### src/rtl/mrnd_pkg.sv
`timescale 1ns/1ps
package mrnd_pkg;

  typedef enum logic [1:0] {
    RM_NEAR_EVEN = 2'b00,
    RM_ZERO      = 2'b01,
    RM_POS       = 2'b10,
    RM_NEG       = 2'b11
  } rmode_e;

  // Decide whether the kept magnitude must grow by one unit.
  function automatic logic bump_needed(
    input rmode_e m,
    input logic   neg,
    input logic   lsb,
    input logic   half,
    input logic   below,
    input logic   lost
  );
    logic r;
    unique case (m)
      RM_NEAR_EVEN: r = half & (below | lsb);
      RM_ZERO:      r = 1'b0;
      RM_POS:       r = lost & ~neg;
      RM_NEG:       r = lost & neg;
      default:      r = 1'b0;
    endcase
    return r;
  endfunction

endpackage

### src/rtl/mrnd_classify.sv
`timescale 1ns/1ps
module mrnd_classify #(
  parameter int GRD_W = 3
) (
  input  logic [GRD_W-1:0] grd_i,
  input  logic             sticky_i,
  output logic             half_o,
  output logic             below_o,
  output logic             lost_o
);
  assign half_o = grd_i[GRD_W-1];
  assign lost_o = (|grd_i) | sticky_i;

  generate
    if (GRD_W > 1) begin : g_multi
      assign below_o = (|grd_i[GRD_W-2:0]) | sticky_i;
    end else begin : g_single
      assign below_o = sticky_i;
    end
  endgenerate
endmodule

### src/rtl/mrnd_decide.sv
`timescale 1ns/1ps
module mrnd_decide
  import mrnd_pkg::*;
(
  input  logic [1:0] mode_i,
  input  logic       sign_i,
  input  logic       lsb_i,
  input  logic       half_i,
  input  logic       below_i,
  input  logic       lost_i,
  output logic       inc_o
);
  rmode_e mode_e;
  assign mode_e = rmode_e'(mode_i);
  assign inc_o  = bump_needed(mode_e, sign_i, lsb_i, half_i, below_i, lost_i);
endmodule

### src/rtl/mrnd_incr.sv
`timescale 1ns/1ps
module mrnd_incr #(
  parameter int MANT_W = 8
) (
  input  logic [MANT_W-1:0] sig_i,
  input  logic              inc_i,
  output logic [MANT_W-1:0] sum_o,
  output logic              carry_o
);
  localparam int SUM_W = MANT_W + 1;
  logic [SUM_W-1:0] wide;
  assign wide    = {1'b0, sig_i} + {{MANT_W{1'b0}}, inc_i};
  assign sum_o   = wide[MANT_W-1:0];
  assign carry_o = wide[SUM_W-1];
endmodule

### src/rtl/mant_rounder.sv
`timescale 1ns/1ps
module mant_rounder #(
  parameter int MANT_W  = 8,
  parameter int GRD_W   = 3,
  parameter bit REG_OUT = 1'b1
) (
  input  logic              clk,
  input  logic              rst_n,
  input  logic              sign_i,
  input  logic [MANT_W-1:0] sig_i,
  input  logic [GRD_W-1:0]  grd_i,
  input  logic              sticky_i,
  input  logic [1:0]        mode_i,
  output logic [MANT_W-1:0] sig_o,
  output logic              carry_o,
  output logic              inexact_o
);
  // Named internal events, also observed by the checker.
  logic              half_w;
  logic              below_w;
  logic              lost_w;
  logic              inc_w;
  logic [MANT_W-1:0] sum_w;
  logic              cy_w;

  mrnd_classify #(.GRD_W(GRD_W)) u_cls (
    .grd_i    (grd_i),
    .sticky_i (sticky_i),
    .half_o   (half_w),
    .below_o  (below_w),
    .lost_o   (lost_w)
  );

  mrnd_decide u_dec (
    .mode_i  (mode_i),
    .sign_i  (sign_i),
    .lsb_i   (sig_i[0]),
    .half_i  (half_w),
    .below_i (below_w),
    .lost_i  (lost_w),
    .inc_o   (inc_w)
  );

  mrnd_incr #(.MANT_W(MANT_W)) u_inc (
    .sig_i   (sig_i),
    .inc_i   (inc_w),
    .sum_o   (sum_w),
    .carry_o (cy_w)
  );

  generate
    if (REG_OUT) begin : g_reg
      always_ff @(posedge clk or negedge rst_n) begin
        if (!rst_n) begin
          sig_o     <= '0;
          carry_o   <= 1'b0;
          inexact_o <= 1'b0;
        end else begin
          sig_o     <= sum_w;
          carry_o   <= cy_w;
          inexact_o <= lost_w;
        end
      end
    end else begin : g_comb
      assign sig_o     = sum_w;
      assign carry_o   = cy_w;
      assign inexact_o = lost_w;
    end
  endgenerate
endmodule

### config.mk
export PLATFORM = sky130hd
export DESIGN_NAME = mant_rounder
export DESIGN_NICKNAME = d
export VERILOG_FILES = /design/src/rtl/mrnd_pkg.sv /design/src/rtl/mrnd_classify.sv /design/src/rtl/mrnd_decide.sv /design/src/rtl/mrnd_incr.sv /design/src/rtl/mant_rounder.sv
export SDC_FILE = /design/constraint.sdc
export NUM_CORES = 1
export LEC_CHECK = 0
export CAP_MARGIN = 15
export CORE_ASPECT_RATIO = 1.1
export CORE_MARGIN = 1.5
export CORE_UTILIZATION = 30
export DETAILED_ROUTE_END_ITERATION = 6
export PLACE_DENSITY = 0.7
export SLEW_MARGIN = 40
export SYNTH_ARGS = -nofsm -noshare
export SYNTH_HDL_FRONTEND = slang
export SYNTH_SLANG_ARGS = --single-unit
### constraint.sdc
create_clock -name clk -period 0.8 [get_ports clk]
set_input_delay 0.16 -clock clk [delete_from_list [all_inputs] [get_ports clk]]
set_output_delay 0.16 -clock clk [all_outputs]
set_load 0.01 [all_outputs]
# After elaboration in Yosys (flattened, before gate mapping)
# Cells that the tools add are included.
[word_totals]
out_inout_bits = 10
regBits = 10
in_bits = 17
[op_classes]
n_reduce_logical = 3
n_bitwise = 7
n_eq_ne = 3
add_sub_neg = 1
n_mux = 1
[ops]
columns = ["op", "n"]
rows = [
  ["8-bit by 1-bit adder with 9-bit output", 1],
  ["2-bit == test, second input constant", 2],
  ["1-bit one-hot mux with 4 select lines", 1],
  ["1-bit bitwise AND", 3],
  ["1-bit bitwise OR", 3],
  ["3-bit OR reduction", 1],
  ["2-bit by 1-bit == test with 1-bit output, second input constant", 1],
  ["2-bit zero test", 1],
  ["2-bit OR reduction", 1],
  ["1-bit NOT", 1],
]

# Longest topological paths before layout
[logic_depth]
ltp_word = 6
mapped_depth = 7

# Modules after synthesis
# A second synthesis with hierarchy kept.
[hier_totals]
hier_cells = 34
hier_area_um2 = 445.4
[by_module_without_submodules]
columns = ["mod", "area_per_inst_um2", "instances", "seq_area_each_um2", "cells_each"]
rows = [
  ["mant_rounder", 250.2, 1, 250.2, 10],
  ["mrnd_incr", 137.6, 1, 0.0, 16],
  ["mrnd_decide", 35.0, 1, 0.0, 5],
  ["mrnd_classify", 22.5, 1, 0.0, 3],
]

# Worst setup path after synthesis
# Ideal clock, no wire load.
[synth_timing]
path_kind = "input port to flip-flop"
from = "in sticky_i"
to = "reg sig_o[2]"
cell_stages = 6
path_slack_ps = -791
setup_time_ps = 124
arrival_ps = 1467
path_cell_list = "or3_4 -> or2_4 -> o311a_1 -> ha_1 -> ha_1 -> xor2_1"
[synth_via]
word_cells_on_any_way = 8
cone_classes = "1 x add/sub; 1 x mux; 6 x bitwise"
[synth_lines]
columns = ["item", "line_no", "source"]
rows = [
  ["start, declared", "mant_rounder.sv:12", "input logic sticky_i,"],
  ["1-bit bitwise OR *", "mrnd_classify.sv:12", "assign lost_o = (|grd_i) | sticky_i;"],
  ["named net lost_w", "mant_rounder.sv:21", "logic lost_w;"],
  ["1-bit bitwise AND (on tied branches)", "mrnd_pkg.sv:25, mrnd_pkg.sv:24", ""],
  ["1-bit one-hot mux with 4 select lines *", "mrnd_pkg.sv:21", "unique case (m)"],
  ["8-bit by 1-bit adder with 9-bit output *", "mrnd_incr.sv:12", "assign wide = {1'b0, sig_i} + {{MANT_W{1'b0}}, inc_i};"],
  ["named net sum_w[2]", "mant_rounder.sv:23", "logic [MANT_W-1:0] sum_w;"],
  ["end signal, assigned", "mant_rounder.sv:59", "sig_o <= sum_w;"],
  ["end, declared", "mant_rounder.sv:14", "output logic [MANT_W-1:0] sig_o,"],
]
# The timed path passes the listed nets; every way through them passes the cells marked *.

# Worst setup path after layout
[layout_timing]
from = "in grd_i[0]"
to = "reg carry_o"
[layout_via]
word_cells_on_any_way = 10
cone_classes = "1 x add/sub; 1 x mux; 6 x bitwise; 2 x reduce/logical"
[layout_lines]
columns = ["item", "line_no", "source"]
rows = [
  ["start, declared", "mant_rounder.sv:11", "input logic [GRD_W-1:0] grd_i,"],
  ["3-bit OR reduction *", "mrnd_classify.sv:12", ""],
  ["1-bit bitwise OR *", "mrnd_classify.sv:12", ""],
  ["named net lost_w", "mant_rounder.sv:21", ""],
  ["1-bit bitwise AND (on tied branches)", "mrnd_pkg.sv:25, mrnd_pkg.sv:24", ""],
  ["1-bit one-hot mux with 4 select lines *", "mrnd_pkg.sv:21", ""],
  ["8-bit by 1-bit adder with 9-bit output *", "mrnd_incr.sv:12", ""],
  ["named net cy_w", "mant_rounder.sv:24", "logic cy_w;"],
  ["end signal, assigned", "mant_rounder.sv:60", "carry_o <= cy_w;"],
  ["end, declared", "mant_rounder.sv:15", "output logic carry_o,"],
]
# Marks and branches as above.

==> impl_summary.txt <==
----------------------------------------------------
[Worst setup path]
  Most frequent cell on the critical path ... ha_4
  Cells along the critical path ... buf_6 -> or3_4 -> or2_4 -> o311a_4 -> ha_4 -> ha_4 -> and4_1
  Worst path arrival time ... 1520 ps
  CP Max Fanout ... 4
  Startpoint-to-endpoint class of the critical path ... in2reg
  CP max-delay cell ... or3_4
  Worst Setup Start Kind ... input port
  Critical path data required time ... 950 ps
  Delay of the slowest cell on the worst path ... 380 ps
  CP Capture Type ... register

[Cells and area]
  Area growth from synthesis to layout ... 92.5%
  Net total in the final layout ... 91
  Most frequent cells in the layout ... buf_2 (12), dfrtp_1 (10), clkdlybuf4s50_1 (8)
  Count of antenna diodes in the layout ... 0
  Fraction of final layout cells sized beyond drive strength 1 ... 54.9%
  Commonest non-fill, non-tap cell in the layout ... buf_2

[CTS]
  Post-CTS Hold Buffers ... 0
  TritonCTS clock tree ... done
  Number of levels the H-tree was split into ... 1
  Post-CTS setup buffer count ... 0
  CTS Buffer Depth ... 2
  Inserted Clock Buffers ... 3
  CTS root buf ... clkbuf_4
  Number of clock sinks seen by CTS ... 10
  Clock input transition at the sequential cells of the worst setup and hold paths ... 70 ps

[Timing]
  Ratio of final minimum period to clock period ... 172%
  Hold violation count in the final report ... 0
  Shortest period the worst path allows ... 1380 ps
  Final setup violation count ... 19
  Setup TNS ... -5510 ps
  Slew @ Worst Pin ... 269 ps
  Final Hold Slack ... 209 ps
  Crit path setup slack, layout ... -575 ps
  Worst slew slack as a fraction of its limit ... 82.0%
  Unrepaired setup endpoints after global routing ... true
  Total count of max-transition violations in the final report ... 0
  Maximum clock rate ... 727 MHz

[Logic synthesis]
  Ys Warns ... 0
  Share of the yosys chip area belonging to registers ... 58.0%
  Leading post-synthesis cells by cell area ... dfrtp_1 (58%), xnor2_1 (10%), ha_1 (5.8%)
  Gate Count Post-Synth ... 33
  Area share of the leading cell type in the synthesized netlist ... 58.0%
  Netlist cell types ... 16
  Post-synthesis area per instance ... 13.1 sq um
  Yosys top cell by area ... dfrtp_1
  Total of flip-flops plus latches after synthesis ... 10
  Syn Nets ... 52
  Synthesized area ... 432 sq um

[Floorplan]
  Io pins ... 27
  Area of the die ... 1680 sq um
  Area inside the core boundary ... 1350 sq um
  DIE HEIGHT ... 42.8 um
  Starting utilization of the core area ... 32.0%
  Standard-cell rows ... 14
  Die boundary width ... 39.2 um

[Power]
  IR Drop Worst-Case VDD ... 0.846 mV
  Total power per unit cell area ... 1550 nW/um^2
  Cell internal power dissipation ... 0.000983 W
  Share of total power in the clock network ... 35.0%
  Switching fraction of total power ... 23.6%
  Switching component of the power ... 0.000304 W
  Part of the total power dissipated in combinational logic ... 22.5%
  Leakage power ... 0.382 nW
  Proportion of power drawn by flip-flops and latches ... 42.5%
  Sum of internal, switching and leakage power ... 0.00129 W

[Outcome]
  Failing checks ... negative setup slack
  Status ... complete, but fails checks

[Detailed routing]
  Initial DRT Pass Iterations ... 4
  Number of remaining DRC errors ... 0
  Routed Antenna Nets ... 0
  Routed WL ... 1180 um
  Via-per-instance ratio ... 4.80
  WL per Instance ... 13.5 um
  Via count ... 418
  Number of violations reported at the end of detailed-routing iteration 0 ... 1

[Global routing]
  GRT overflow ... 0
  Antenna violations before repair ... 0
  Wire length of the first global-routing pass ... 1920 um
  All-layer global routing usage ... 16.9%
  Pin count of the biggest net entering global routing ... 11
  Via count of the first global-routing pass ... 454

[Min path]
  Path class of the lowest-slack min-delay path ... in2async

[Placement]
  Number of port buffers ... 26
  Final GP Congestion ... 0.803
  Hpwl dp ... 770 um

[Flow run]
  Max cap viols ... 0

----------------------------------------------------
-- synthesized netlist by cell type --
library cell,number
dfrtp_1,10
xnor2_1,5
nand3_1,3
and4_1,2
ha_1,2
a21boi_0,1
and3_1,1
and3b_1,1
nand2_1,1
nand4_1,1
nor2_1,1
nor3_1,1
o311a_1,1
or2_4,1
or3_4,1
xor2_1,1
-- metrics by stage --
stage / worst slack (ps) / instances / util, % / cell area, sq um
2_1_floorplan: -718 / 33 / - / 447
3_3_place_gp: -1160 / 83 / 59.3 / 800
3_5_place_dp: -1180 / 83 / 59.3 / 800
4_1_cts: -557 / 87 / 59.6 / 803
5_1_grt: -591 / 87 / 61.6 / 831
6_report: -575 / 87 / 61.6 / 831
-- cells by family (layout without fill, tap and decap cells) --
group | Yosys count | count (layout) | synth area share, %
adders and majority gates | 2 | 2 | 5.80
buffers and inverters | 0 | 38 | 0
DFF | 10 | 10 | 58.0
and+or+nand+nor | 13 | 13 | 20.0
xor gates and xnor gates | 6 | 6 | 12.2
AOI/OAI and AO/OA | 2 | 2 | 4.06
-- cell type report --
type	instances	area, sq um
timing repair buffer	34	269
clock buffer	4	36.3
fill	112	518
sequential	10	250
multi-input combinational	23	255
tap	16	20.0
-- registers in the layout, summed over array words and instances (netlist names) --
register and cells:
carry_o 1, inexact_o 1, sig_o 8
-- power by group through the flow --
stage / Clock [W] / Sequential, W / Combinational, W
finish: 0.000451 / 0.000547 / 0.000289
global route: 0.000483 / 0.000551 / 0.000315
CTS: 0.000462 / 0.000547 / 0.000272
detailed placement: 0 / 0.000558 / 0.000298
global placement: 0 / 0.000558 / 0.000295
floorplan: 0 / 0.000579 / 0.0000553
-- path summary, 6_finish.rpt --
check	to	cells after the start	startpoint	slack (ps)
worst min-delay path	sig_o[4]	2	rst_n	210
worst max-delay path	carry_o	7	grd_i[0]	-580
min in group clk	inexact_o	3	grd_i[0]	220
max in group asynchronous	sig_o[0]	2	rst_n	480
-- worst max-delay path, delay by kind of cell --
| family | cells | cell delay [ps] |
|---|---|---|
| compound gates | 1 | 140 |
| simple gates | 3 | 770 |
| fa+ha+maj | 2 | 360 |
| buf+inv | 1 | 90 |
-- timing repair --
action,in CTS,in global routing
pin swaps,10,8
resized for setup,60,10
endpoints found under the setup margin,20,19
-- per-layer routing --
layer / wire (um) / global-route usage [%]
met5: 0 / 0
met4: 14 / 8.28
met3: 55 / 4.71
met2: 632 / 27.0
met1: 474 / 20.3
(Power assumes the default switching activity.)
